$ cat src/rtl/sio_status_pkg.sv
package sio_status_pkg;
  localparam int STS_W      = 8;
  localparam int NUM_STICKY = 5;
  localparam int B_TXE = 0;
  localparam int B_RXF = 1;
  localparam int B_OVR = 2;
  localparam int B_FRM = 3;
  localparam int B_PAR = 4;
  localparam int B_TND = 5;
  localparam int B_MPR = 6;
  localparam int B_MPT = 7;
  localparam logic [STS_W-1:0] STS_RESET = 8'h21;
endpackage

$ cat src/rtl/sio_sticky_flag.sv
module sio_sticky_flag #(
  parameter logic RST_VAL = 1'b0
) (
  input  logic clk,
  input  logic rst_n,
  input  logic set_ev,
  input  logic ext_clr,
  input  logic cpu_rd,
  input  logic cpu_wr,
  input  logic wr_bit,
  output logic q,
  output logic armed,
  output logic cpu_hit
);
  logic clr_hit;

  // CPU clear: a 0 written while the flag is 1 and a read saw it
  assign cpu_hit = cpu_wr & ~wr_bit & armed & q;
  assign clr_hit = cpu_hit | ext_clr;

  always_ff @(posedge clk or negedge rst_n) begin
    if (!rst_n) begin
      q     <= RST_VAL;
      armed <= 1'b0;
    end else begin
      if (set_ev)       q <= 1'b1;
      else if (clr_hit) q <= 1'b0;

      if (set_ev)       armed <= 1'b0;
      else if (cpu_rd)  armed <= q;
      else if (clr_hit) armed <= 1'b0;
    end
  end
endmodule

$ cat src/rtl/sio_rx_eval.sv
module sio_rx_eval #(
  parameter int DATA_W = 8
) (
  input  logic              rx_done,
  input  logic              rx_full,
  input  logic [DATA_W-1:0] data,
  input  logic              parity_en,
  input  logic              parity_odd,
  input  logic              parity_bit,
  input  logic              stop_bit,
  output logic              load_ev,
  output logic              overrun_ev,
  output logic              frame_ev,
  output logic              parity_ev
);
  function automatic logic parity_mismatch(input logic [DATA_W-1:0] d,
                                           input logic pb, input logic odd);
    return (^{d, pb}) != odd;
  endfunction

  assign parity_ev  = rx_done & parity_en & parity_mismatch(data, parity_bit, parity_odd);
  assign frame_ev   = rx_done & ~stop_bit;
  assign overrun_ev = rx_done & rx_full;
  assign load_ev    = rx_done & ~rx_full & stop_bit & ~parity_ev;
endmodule

$ cat src/rtl/sio_tx_eval.sv
module sio_tx_eval (
  input  logic tx_en,
  input  logic tx_load,
  input  logic tx_last_bit,
  input  logic tx_empty,
  output logic txe_set,
  output logic tend_set
);
  assign txe_set  = ~tx_en | tx_load;
  assign tend_set = ~tx_en | (tx_last_bit & tx_empty);
endmodule

$ cat src/rtl/sio_status_reg.sv
module sio_status_reg
  import sio_status_pkg::*;
#(
  parameter int DATA_W = 8
) (
  input  logic              clk,
  input  logic              rst_n,
  input  logic              cpu_rd,
  input  logic              cpu_wr,
  input  logic [7:0]        cpu_wdata,
  output logic [7:0]        cpu_rdata,
  input  logic              tx_en,
  input  logic              tx_load,
  input  logic              tx_last_bit,
  input  logic              dma_tx_wr,
  input  logic              rx_done,
  input  logic [DATA_W-1:0] rx_data,
  input  logic              rx_parity_en,
  input  logic              parity_odd,
  input  logic              rx_parity_bit,
  input  logic              rx_stop_bit,
  input  logic              rx_mp_bit,
  input  logic              dma_rx_rd,
  output logic              mp_tx_bit,
  output logic              tx_irq,
  output logic              rx_irq
);
  logic [NUM_STICKY-1:0] sticky_q, sticky_set, sticky_ext, sticky_arm, sticky_cpu_hit;
  logic txe_set, tend_set;
  logic rx_load_ev, rx_ovr_ev, rx_frm_ev, rx_par_ev;
  logic tend_q, mpr_q, mpt_q;

  sio_tx_eval u_tx (
    .tx_en(tx_en), .tx_load(tx_load), .tx_last_bit(tx_last_bit),
    .tx_empty(sticky_q[B_TXE]), .txe_set(txe_set), .tend_set(tend_set)
  );

  sio_rx_eval #(.DATA_W(DATA_W)) u_rx (
    .rx_done(rx_done), .rx_full(sticky_q[B_RXF]), .data(rx_data),
    .parity_en(rx_parity_en), .parity_odd(parity_odd), .parity_bit(rx_parity_bit),
    .stop_bit(rx_stop_bit), .load_ev(rx_load_ev), .overrun_ev(rx_ovr_ev),
    .frame_ev(rx_frm_ev), .parity_ev(rx_par_ev)
  );

  assign sticky_set = {rx_par_ev, rx_frm_ev, rx_ovr_ev, rx_load_ev, txe_set};
  assign sticky_ext = {3'b000, dma_rx_rd, dma_tx_wr};

  for (genvar gi = 0; gi < NUM_STICKY; gi++) begin : g_sticky
    sio_sticky_flag #(.RST_VAL(STS_RESET[gi])) u_flag (
      .clk(clk), .rst_n(rst_n), .set_ev(sticky_set[gi]), .ext_clr(sticky_ext[gi]),
      .cpu_rd(cpu_rd), .cpu_wr(cpu_wr), .wr_bit(cpu_wdata[gi]),
      .q(sticky_q[gi]), .armed(sticky_arm[gi]), .cpu_hit(sticky_cpu_hit[gi])
    );
  end

  always_ff @(posedge clk or negedge rst_n) begin
    if (!rst_n) begin
      tend_q <= STS_RESET[B_TND];
      mpr_q  <= STS_RESET[B_MPR];
      mpt_q  <= STS_RESET[B_MPT];
    end else begin
      if (tend_set)                                tend_q <= 1'b1;
      else if (sticky_cpu_hit[B_TXE] | dma_tx_wr)  tend_q <= 1'b0;
      if (rx_done) mpr_q <= rx_mp_bit;
      if (cpu_wr)  mpt_q <= cpu_wdata[B_MPT];
    end
  end

  assign cpu_rdata = {mpt_q, mpr_q, tend_q, sticky_q};
  assign mp_tx_bit = mpt_q;
  assign tx_irq    = sticky_q[B_TXE];
  assign rx_irq    = sticky_q[B_RXF];
endmodule

$ cat config.mk
export PLATFORM = sky130hd
export DESIGN_NAME = sio_status_reg
export DESIGN_NICKNAME = d
export VERILOG_FILES = /design/src/rtl/sio_status_pkg.sv /design/src/rtl/sio_sticky_flag.sv /design/src/rtl/sio_rx_eval.sv /design/src/rtl/sio_tx_eval.sv /design/src/rtl/sio_status_reg.sv
export SDC_FILE = /design/constraint.sdc
export NUM_CORES = 1
export LEC_CHECK = 0
export ABC_AREA = 1
export BUFFER_PORTS_ARGS = -buffer_cell sky130_fd_sc_hd__buf_2
export CORE_MARGIN = 8
export CORE_UTILIZATION = 45
export DETAILED_ROUTE_END_ITERATION = 8
export PLACE_DENSITY_LB_ADDON = 0.2
export SYNTH_ARGS = -nofsm -noshare
export SYNTH_HDL_FRONTEND = slang
export SYNTH_SLANG_ARGS = --single-unit
$ cat constraint.sdc
create_clock -name clk -period 1.5 [get_ports clk]
set_clock_uncertainty 0.15 [all_clocks]
set_input_delay 0 -clock clk [delete_from_list [all_inputs] [get_ports clk]]
set_output_delay 0 -clock clk [all_outputs]
set_load 0.1 [all_outputs]
# Yosys cells after proc, flatten, opt, wreduce, memory -nomap -nowiden
# Cells that the tools add are included.
[op_classes] n_addsub=0 multipliers=0 div_mod_pow=0 order_cmp=0 n_eq_ne=1 shift=0 n_mux=21 bitwise_logic=36 reduce_logical=12
[ops] operator="$and A1 B1 Y1" n=23
[ops] operator="$mux W1" n=21
[ops] operator="$reduce_bool A3 Y1" n=5
[ops] operator="$reduce_bool A2 Y1" n=6
[ops] operator="$not A1 Y1" n=9
[ops] operator="$reduce_xor A9 Y1" n=1
[ops] operator="$or A1 B1 Y1" n=4
[ops] operator="$ne A1 B1 Y1" n=1
[word_totals] reg_bits=13 latchBits=0 mem_bits_rw=0 romBits=0 in_bits=31 n_memories=0

# Longest topological paths before layout
# Gate-level depths: netlist (run 1).
[depth] ltp_word=8 mapped_depth=12

# Cells and area by module
# From an unflattened synthesis (run 1), not the netlist that was laid out.
[hier_totals] hier_cells=166 hier_area_um2=1043.5
[modules_own_cells] mod="sio_sticky_flag (g_sticky[1].u_flag ...)" n_inst=4 cells_per_inst=16 area_per_inst_um2=117.6 seq_area_each_um2=50.0
[modules_own_cells] mod="sio_rx_eval" n_inst=1 cells_per_inst=63 area_per_inst_um2=281.5 seq_area_each_um2=0.0
[modules_own_cells] mod="sio_status_reg" n_inst=1 cells_per_inst=19 area_per_inst_um2=157.7 seq_area_each_um2=76.3
[modules_own_cells] mod="sio_sticky_flag (g_sticky[0].u_flag)" n_inst=1 cells_per_inst=16 area_per_inst_um2=118.9 seq_area_each_um2=51.3
[modules_own_cells] mod="sio_tx_eval" n_inst=1 cells_per_inst=4 area_per_inst_um2=15.0 seq_area_each_um2=0.0

# Least setup slack after synthesis (run 1)
# Ideal clock, no wire load.
[synth_timing] path_type="register to register" start="register g_sticky[1].u_flag.q" end="register g_sticky[1].u_flag.armed" setup_ps=120 arrival_ps=1426 required_time_ps=1230 slack_ps=-196 stages_incl_launch_ff=6 synth_period_minus_slack_ps=1696 path_cell_list="dfrtp_1 > nand3_1 > o21bai_1 > nor2_1 > nand2_1 > nand2_1"
[synth_between] elab_chain_cells=5 word_cells_on_any_way=9
[synth_lines] element="start, declared" line_no="sio_sticky_flag.sv:11" source="output logic q,"
[synth_lines] element="start signal, assigned" line_no="sio_sticky_flag.sv:23" source="q <= RST_VAL;"
[synth_lines] element="start signal, assigned" line_no="sio_sticky_flag.sv:26" source="if (set_ev) q <= 1'b1;"
[synth_lines] element="start signal, assigned" line_no="sio_sticky_flag.sv:27" source="else if (clr_hit) q <= 1'b0;"
[synth_lines] element="$not A1 Y1" line_no="sio_rx_eval.sv:24" source="assign load_ev = rx_done & ~rx_full & stop_bit & ~parity_ev;"
[synth_lines] element="$and A1 B1 Y1 (3 in series)" line_no="sio_rx_eval.sv:24"
[synth_lines] element="$reduce_bool A3 Y1 (no line) / $mux W1 (equally long branches)"
[synth_lines] element="end signal, assigned" line_no="sio_sticky_flag.sv:30" source="else if (cpu_rd) armed <= q;"
[synth_lines] element="end, declared" line_no="sio_sticky_flag.sv:12" source="output logic armed,"
# Parallel ways exist; a longest one is shown, timed or not.
# A chain may end at the register's enable or synchronous reset.

==> results of run 1 <==
## registers in the layout (all words and copies together) (netlist names)
| signal | count |
|---|---|
| mp_tx_bit | 1 |
| g_sticky.u_flag.armed | 5 |
| g_sticky.u_flag.q | 5 |
| tend_q | 1 |
| mpr_q | 1 |
## report_power, final
| part | switching [mW] | internal, mW | total (mW) |
|---|---|---|---|
| Clock | 0.125 | 0.103 | 0.229 |
| Combinational | 0.505 | 0.186 | 0.690 |
| Sequential | 0.0498 | 0.418 | 0.467 |
| Total | 0.680 | 0.706 | 1.39 |
## metrics by stage
step | hold WS [ns] | worst slack, ns | power, mW | util, %
5_1_grt | 0.03027 | 0.001944 | 1.473 | 75.11
2_1_floorplan | -0.4456 | 0.01006 | 1.019 | -
6_report | -0.001716 | 0.02424 | 1.386 | 75.11
4_1_cts | 0.001546 | 0.01632 | 1.390 | 75.67
3_5_place_dp | -0.2477 | 0.1721 | 1.110 | 60.00
3_3_place_gp | -0.2456 | 0.1922 | 1.093 | 60.00
## logic make-up after synthesis
group	share of synthesized area [%]
AND/OR/NAND/NOR	32.55
buffers and inverters	16.20
AO/OA/AOI/OAI	8.613
flip-flops	38.25
XOR/XNOR	3.066
multiplexers	1.314
## what timing repair did
action | 4_1_cts | 5_1_grt
setup endpoints to repair | 0 | 2
hold buffers | 25 | 1
hold endpoints to repair | 26 | 2
## path summary, 6_finish.rpt
path,start,cells past startpoint,to
worst max-delay path,mpr_q,2,mpr_q
min in group asynchronous,rst_n,2,tend_q
worst min register to register,mp_tx_bit,2,mp_tx_bit
worst max register to register,mpr_q,2,mpr_q
max in group asynchronous,rst_n,3,g_sticky[1].u_flag.q
worst min-delay path,rx_done,6,g_sticky[4].u_flag.armed
## cell type report
| class | count | share of cell area (%) |
|---|---|---|
| well taps | 25 | 2.361 |
| inverters | 21 | 5.949 |
| flip-flops and latches | 13 | 25.12 |
| clock buffers | 4 | 1.983 |
| multi-input cells | 78 | 29.46 |
| repair buffers | 63 | 35.13 |
## layer usage
metal | up-vias | routed length [um] | GRT usage [%]
met4 | 0 | 48 | 4.762
li1 | 484 | - | -
met3 | 4 | 161 | 6.074
met5 | - | 0 | 0
met1 | 417 | 1005 | 15.38
met2 | 28 | 1300 | 27.85
## layout by cell type (no fill, tap or decap)
master / instances
buf_2: 37
dfrtp_2: 1
inv_1: 18
inv_2: 3
buf_12: 2
nand3_2: 3
nand2_1: 39
dfrtp_1: 10
a21oi_1: 5
mux2_2: 1
nand3_1: 9
a221o_1: 1
o21ai_1: 1
dfstp_2: 1
nor2_1: 4
nor3_2: 1
nand2_2: 4
clkbuf_4: 3
dlygate4sd3_1: 24
xnor2_1: 2
dfstp_4: 1
o21ai_0: 4
o21bai_1: 1
xor2_1: 1
nand3b_1: 1
clkbuf_1: 1
a31oi_1: 1
## worst reg2reg max path: stages (launching register included)
cell and delay, ns:
dfrtp_1 0.40, mux2_2 0.26, dlygate4sd3_1 0.56
==> results.md, run 1 <==
* Status: complete, but fails checks
* Failing checks: negative hold slack
* Clock-pin slew on the worst setup and hold paths at 0.09 ns
* Cts bufs inserted at 3
* Worst Path Max Fanout at 2
* Vias post-DR at 933
* Final setup violation count at 0
* DIE HEIGHT at 59.64 um
* Filler cells at 149
* Final Cycle Share at 98.38%
* Post-CTS resize count at 0
* Total grt overflow at 0
* Placed Area at 1059 sq um
* Worst-path cell chain: mux2_2 -> dlygate4sd3_1
* Final ANT Viol Nets at 0
* RSZ-0062 raised after global routing: no
* Nature of the critical path endpoint: register
* FMAX at 677.6 MHz
* Die width at 59.64 um
* Worst Path Buf+Inv at 1
* Core box area at 1764 sq um
* Final Hold Fails at 2
* GP Congestion at 0.7344
* Wire length per cell at 12.32 um
* Inst Count DP at 176
* Multi-input logic area at 390.4 sq um
* Ranking of synthesized cells by area: dfrtp_1 (32%), nand2_1 (17%), inv_1 (7.9%), buf_4 (7.0%), dfstp_2 (6.1%)
* Flop-to-flop setup slack at 0.02 ns
* Initial DRC count at 24
* Clk_lat worst skew at 0.28 ns
* Number of synthesized flops with an enable pin at 0
* Vias in the first global route at 965
* Register area at 332.8 sq um
* Worst-Margin Slew at 0.5162 ns
* Hold Crit Class: input port to register
* Syn Inst Count at 120
* WL final at 2514 um
* Max-cap violations at 0
* CTS Buffer Depth at 2
* Final Max Tran Viols at 0
* DIE AREA at 3557 sq um
* PwrDens at 1046 nW/um^2
* Fin Setup TNS at 0 ns
* Post-Syn Area per Cell at 7.142 sq um
* Fin nets at 211
* Critical Path RT at 1.52 ns
* Clock root buffer: clkbuf_4
* Non-Filler Instances at 204
* Ys Warns at 0
* Initial core utilization at 48.58%
* Row count at 15
* Layout overhead on the synthesized area at 54.60%
* First-pass GRT wire length at 4146 um
* Ant. Diodes at 0
* IO Count at 42
* WP data arrival at 1.50 ns
* Design area at 1325 sq um
* Dpl hpwl at 1721 um
* Post-CTS Repair Setup Buffers at 0
* Depth of the CTS H-tree at 1
* Max transition margin at 65.47%
* CTS tree: built
* Post-synth top cells: nand2_1 (39), inv_1 (18), dfrtp_1 (11), nand3_1 (9), buf_4 (8)
* Drt first pass iters at 4
* Cell family with the largest share of critical-path delay: buffers and inverters
* Min Clock Period, post-route at 1.476 ns
* Crit-path slowest cell: dlygate4sd3_1
* Largest net degree at the start of global routing at 12
* Tot GR Track Use at 15.30%
* Drt drc at 0
* Buffers on Ports at 39
* Synth Flop Type: dfrtp_1
* Cell taking the most area after synthesis: dfrtp_1
* Vias per inst at 4.574
* CP Launch Type: register
* Synth Register Bits at 13
* Count leader, synth: nand2_1
* Worst path max stage delay at 0.56 ns
* Clk sink count at 13
* Share of the synthesized area in the top cell type at 32.12%
* Crit Path Class: register to register
* Static Leakage at 0.7206 nW
* Syn Std Cell Area at 857.1 sq um
* VDD IR max at 0.5822 mV
* Async SR Flop Fraction at 100.0%
* Share of cells above drive strength 1 at 31.84%
* Min Hold Slack at -0.001716 ns
* Cell variety after synth at 21
* Initial antenna violation count at 0
* Synth Net Count at 151
* Sequential share of the synthesized area at 38.25%
(Power assumes the default switching activity.)
==> run 2, diff against run 1 <==
Settings changed: CORE_ASPECT_RATIO set to 0.75.
==> run 2 against run 1 <==
  * The run now ends clean
  * Largest power group unchanged
  * Die area grew 0.42%
  * Global-route usage shrank 0.096 points
  * Routed wire length shrank 1.1%
  * Sequential cell count is the same
  * Final cell count shrank 0.98%
  * Combinational power grew 2%
  * Total power grew 0.71%
==> results.md, run 2 (synthesis gave the netlist of run 1 again) <==
* Fin Setup TNS at 0 ns (unchanged)
* Clk sink count at 13 (unchanged)
* Global-route met1 utilization at 16.93% (+1.6 points)
* Filler cells at 133 (-11%)
* Max-cap violations at 0 (unchanged)
* Met2 Use GR at 26.40% (-1.4 points)
* Layout overhead on the synthesized area at 56.35%
* Register area at 332.8 sq um (unchanged)
* Drt first pass iters at 4 (unchanged)
* Max transition margin at 66.85% (+1.4 points)
* Commonest non-fill, non-tap cell in the layout: nand2_1
* Crit-path slowest cell: dlygate4sd3_1
* Inst Count DP at 173 (-1.7%)
* RSZ-0062 raised after global routing: yes
* Fin nets at 212 (+0.47%)
* Tot GR Track Use at 15.20% (-0.096 points)
* Initial antenna violation count at 0 (unchanged)
* Place WS at 0.1810 ns (+0.008963 ns)
* FMAX at 684.1 MHz (+0.95%)
* Vias per inst at 4.673 (+2.2%)
* Worst Path Max Fanout at 2 (unchanged)
* Crit Path Class: register to register
* WP data arrival at 1.48 ns (-0.02 ns)
* Non-Filler Instances at 202 (-0.98%)
* Vias in the first global route at 957 (-0.83%)
* Setup ws final at 0.03820 ns (+0.01396 ns)
* First-pass GRT wire length at 4250 um (+2.5%)
* CP Launch Type: register
* Largest net degree at the start of global routing at 12 (unchanged)
* Multi-input logic area at 397.9 sq um (+1.9%)
* Hold Crit Class: input port to register
* Row count at 13 (-2)
* GRT busiest layer: met2
* Clk_lat worst skew at 0.28 ns (about the same)
* Wire length per cell at 12.31 um (about the same)
* Min Clock Period, post-route at 1.462 ns (-0.01396 ns)
* Dpl hpwl at 1747 um (+1.5%)
* Final core utilization at 76.28% (+1.2 points)
* Initial core utilization at 48.79% (+0.21 points)
* Final ANT Viol Nets at 0 (unchanged)
* Final Hold Fails at 0 (-2)
* Most frequent cells in the layout: nand2_1 (39), buf_2 (36), dlygate4sd3_1 (24)
* Clock-pin slew on the worst setup and hold paths at 0.08 ns (about the same)
* Cts bufs inserted at 3 (unchanged)
* Final Cycle Share at 97.45% (-0.93 points)
* Final setup violation count at 0 (unchanged)
* Worst-path cell chain: mux2_2 -> dlygate4sd3_1
* Vias post-DR at 944 (+1.2%)
* Static Leakage at 0.7290 nW (+1.2%)
* DIE AREA at 3572 sq um (+0.42%)
* Clock root buffer: clkbuf_4
* Depth of the CTS H-tree at 1 (unchanged)
* Ant. Diodes at 0 (unchanged)
* VDD IR max at 0.9044 mV (+55%)
* Worst path max stage delay at 0.55 ns (about the same)
* IO Count at 42 (unchanged)
* Final Max Tran Viols at 0 (unchanged)
* Min Hold Slack at 0.008202 ns (+0.009918 ns)
* Worst Path Buf+Inv at 1 (unchanged)
* Nature of the critical path endpoint: register
* Top flop regs: g_sticky.u_flag.armed (5), g_sticky.u_flag.q (5)
* GP Congestion at 0.7624 (+3.8%)
* DIE HEIGHT at 53.80 um (-9.8%)
* Drt drc at 0 (unchanged)
* Critical Path RT at 1.52 ns (about the same)
* CTS tree: built
* Core box area at 1757 sq um (-0.43%)
* Share of cells above drive strength 1 at 33.89% (+2.0 points)
* Worst-Margin Slew at 0.4956 ns (-0.02063 ns)
* WL final at 2487 um (-1.1%)
* PwrDens at 1042 nW/um^2 (-0.42%)
* GR Util met3 at 5.797% (-0.28 points)
* Die width at 66.40 um (+11%)
* Cell family with the largest share of critical-path delay: buffers and inverters
* Status: finished clean
* Total grt overflow at 0 (unchanged)
* Buffers on Ports at 39 (unchanged)
* Initial DRC count at 38 (+58%)
* CTS Buffer Depth at 2 (unchanged)
run 2: cell count changes in the layout (fill, tap and decap cells not counted):
cell      change
a21oi_1       -1
o21ai_0       -1
clkinv_2      +1
buf_2         -1
buf_4         +2
o21ai_2       +1
a21oi_2       +1
clkbuf_1      -1
run 2: worst paths after layout:
kind	startpoint	slack [ns]	to	cells after the start
max	mpr_q	0.04	mpr_q	2
min	rx_done	0.008	g_sticky[4].u_flag.q	5
max reg2reg	mpr_q	0.04	mpr_q	2
min reg2reg	mp_tx_bit	0.38	mp_tx_bit	2
max in group asynchronous	rst_n	0.19	g_sticky[1].u_flag.q	3
min in group asynchronous	rst_n	0.06	tend_q	2
run 2: worst reg2reg max path, delay by kind of cell, from the launching register on:
kind,cells,cell delay [ns]
buffers and inverters,1,0.55
flip-flops,1,0.39
multiplexers,1,0.26
run 2: repair_timing:
action	CTS	global route
resized for setup	0	5
endpoints found under the setup margin	0	3
endpoints found under the hold margin	26	0
buffers inserted	0	1
hold buffers	25	0
run 2: per-stage QoR:
step | instance area (sq um) | power (mW)
after floorplan | 862.1 | 1.019
after global routing | 1340 | 1.487
after detailed placement | 1055 | 1.111
after CTS | 1333 | 1.382
after global placement | 1055 | 1.094
final | 1340 | 1.396
run 2: routing by layer:
layer	up-vias	share of wire, %	wire length [um]
li1	483	-	-
met2	29	49	1213
met3	8	6.4	160
met5	-	0	0
met4	0	2.1	51
met1	424	43	1061
run 2: cell type report:
class,instances,area share (%)
clock buffer,3,1.681
clock inverter,1,0.3735
inverter,21,5.882
multi-input combinational,78,29.69
sequential,13,24.84
tap,22,2.054
timing repair buffer,64,35.48
run 2: report_power, final:
part	internal, mW	total, mW	switching, mW	leakage, nW
clock network	0.0991	0.222	0.123	0.0177
registers	0.418	0.470	0.0528	0.151
logic	0.193	0.703	0.510	0.560
==> run 3, diff against run 2 <==
Settings changed: CORE_UTILIZATION 45 to 47, CTS_BUF_LIST set to sky130_fd_sc_hd__clkbuf_2.
==> run 3 against run 2 <==
  * Hold slack hardly changed
  * Global-route usage is 0.75 points higher
  * Combinational power is 2.8% higher
  * Sequential cell count stayed put
  * Register-to-register slack hardly changed
  * Cell area is 0.65% lower
  * Critical endpoint is now g_sticky[2].u_flag.q
  * Largest power group unchanged
==> results.md, run 3 (synthesis gave the netlist of run 1 again) <==
* CP startpoint: cpu_wr
* Initial antenna violation count at 0 (unchanged)
* VDD IR max at 0.7092 mV (-22%)
* Final ANT Viol Nets at 0 (unchanged)
* Vias in the first global route at 998 (+4.3%)
* Max-cap violations at 0 (unchanged)
* WP data arrival at 1.50 ns (+0.02 ns)
* Global-route met1 utilization at 17.30% (+0.37 points)
* FMAX at 675.3 MHz (-1.3%)
* Clk_lat worst skew at 0.28 ns (about the same)
* Worst-Margin Slew at 0.5059 ns (+0.01034 ns)
* Row count at 13 (unchanged)
* DIE HEIGHT at 52.98 um (-1.5%)
* Most frequent cells in the layout: nand2_1 (39), buf_2 (37), dlygate4sd3_1 (23)
* GR Util met3 at 5.263% (-0.53 points)
* Share of cells above drive strength 1 at 34.25% (+0.37 points)
* RSZ-0062 raised after global routing: yes
* Non-Filler Instances at 203 (+0.50%)
* R2r worst-path depth at 2 (unchanged)
* Final setup violation count at 0 (unchanged)
* Critical Path RT at 1.52 ns (about the same)
* DIE AREA at 3460 sq um (-3.1%)
* Cts bufs inserted at 3 (unchanged)
* Wire length per cell at 12.44 um (+1.0%)
* Vias post-DR at 951 (+0.74%)
* Fin nets at 213 (+0.47%)
* Largest net degree at the start of global routing at 12 (unchanged)
* RR Endpoint: mpr_q
* Static Leakage at 0.7325 nW (+0.48%)
* Clock-pin slew on the worst setup and hold paths at 0.12 ns (+0.04 ns)
* Final core utilization at 77.21% (+0.93 points)
* GRT busiest layer: met2
* Die width at 65.31 um (-1.6%)
* Met2 Use GR at 30.34% (+3.9 points)
* Commonest non-fill, non-tap cell in the layout: nand2_1
* Worst Path Buf+Inv at 3 (+2)
* Worst Path Max Fanout at 7 (+5)
* Cell family with the largest share of critical-path delay: buffers and inverters
* Drt drc at 0 (unchanged)
* Clk sink count at 13 (unchanged)
* Worst path max stage delay at 0.56 ns (about the same)
* Design area at 1331 sq um (-0.65%)
* Hold Crit Class: input port to register
* WL final at 2525 um (+1.5%)
* PwrDens at 1037 nW/um^2 (-0.49%)
* Min Clock Period, post-route at 1.481 ns (+0.01898 ns)
* Ant. Diodes at 0 (unchanged)
* Drt first pass iters at 4 (unchanged)
* Layout overhead on the synthesized area at 55.33%
* IO Count at 42 (unchanged)
* Max transition margin at 66.16% (-0.69 points)
* Total grt overflow at 0 (unchanged)
* Flop-to-flop setup slack at 0.03 ns (about the same)
* Placed Area at 1055 sq um (unchanged)
* CTS Buffer Depth at 2 (unchanged)
* Vias per inst at 4.685 (+0.25%)
* CP Depth at 6 (+4)
* CP endpoint: g_sticky[2].u_flag.q
* Final Max Tran Viols at 0 (unchanged)
* Initial DRC count at 19 (-50%)
* Depth of the CTS H-tree at 1 (unchanged)
* Clock root buffer: clkbuf_2
* First-pass GRT wire length at 4402 um (+3.6%)
* Tot GR Track Use at 15.95% (+0.75 points)
* Initial core utilization at 49.71% (+0.92 points)
* Reg2reg start: mpr_q
* Top flop regs: g_sticky.u_flag.armed (5), g_sticky.u_flag.q (5)
* Nature of the critical path endpoint: register
* Dpl hpwl at 1754 um (+0.38%)
* Inst Count DP at 173 (unchanged)
* Crit Path Class: input port to register
* Filler cells at 135 (+1.5%)
* GP Congestion at 0.8061 (+5.7%)
* Final Cycle Share at 98.72% (+1.3 points)
* Status: finished clean
* Buffers on Ports at 39 (unchanged)
* Crit-path slowest cell: dlygate4sd3_1
* Min Hold Slack at 0.007897 ns (-0.0003052 ns)
* CP Launch Type: input port
* Core box area at 1724 sq um (-1.9%)
* Final Hold Fails at 0 (unchanged)
* CTS tree: built
* Worst-path cell chain: dlygate4sd3_1 -> buf_2 -> nand3_1 -> nand2_1 -> nand2_1 -> dlygate4sd3_1
[run 3: cell types whose count changed in the layout (fill, tap and decap cells not counted), sizes merged]
cell and delta:
buf +2, clkbuf +1, clkinv -1, dlygate4sd3 -1
[run 3: layout make-up]
| cell class | count | area, sq um | share of cell area, % |
|---|---|---|---|
| Clock buffer | 4 | 20.02 | 1.504 |
| Inverter | 21 | 78.83 | 5.921 |
| Multi-Input combinational cell | 78 | 394.1 | 29.61 |
| Sequential cell | 13 | 332.8 | 25.00 |
| Tap cell | 22 | 27.53 | 2.068 |
| Timing Repair Buffer | 65 | 478.0 | 35.90 |
[run 3: worst min-delay path by stage]
| stage | startpoint | endpoint | slack [ns] | cells past startpoint |
|---|---|---|---|---|
| 2_1_floorplan | rst_n | g_sticky[0].u_flag.armed | -0.45 | 0 |
| 3_3_place_gp | rst_n | g_sticky[4].u_flag.q | -0.25 | 1 |
| 3_5_place_dp | rst_n | mp_tx_bit | -0.25 | 1 |
| 4_1_cts | rx_done | g_sticky[4].u_flag.q | 0.004 | 5 |
| 5_1_grt | rx_done | g_sticky[4].u_flag.q | 0.01 | 5 |
| 6_report | rx_done | g_sticky[4].u_flag.armed | 0.008 | 6 |
[run 3: report_power, final]
part	total (mW)	switching [mW]	internal, mW
Combinational	0.723	0.517	0.206
Sequential	0.469	0.0513	0.417
Clock	0.189	0.118	0.0707
Total	1.38	0.686	0.694
[run 3: worst min-delay path: stages]
cell and delay [ns]:
buf_2 0.13, nand2_1 0.06, inv_1 0.04, nand3_2 0.09
nand2_1 0.05, inv_1 0.05
[run 3: per-stage QoR]
step	worst slack [ns]	total power, mW	setup TNS (ns)
2_1_floorplan	0.01006	1.019	0
3_3_place_gp	0.1966	1.093	0
3_5_place_dp	0.1880	1.112	0
4_1_cts	0.03682	1.361	0
5_1_grt	-0.003736	1.458	-0.003736
6_report	0.01922	1.380	0
[run 3: routing by layer]
layer,routed length (um),part of all wire [%],up-vias
met3,159,6.3,0
met1,1107,44,437
met4,0,0,0
li1,-,-,486
met5,0,0,-
met2,1258,50,28
[run 3: timing repair]
item	CTS	global route
hold endpoints to repair	26	0
resized for setup	0	1
hold buffers	25	0
endpoints found under the setup margin	0	5
setup buffers	0	3
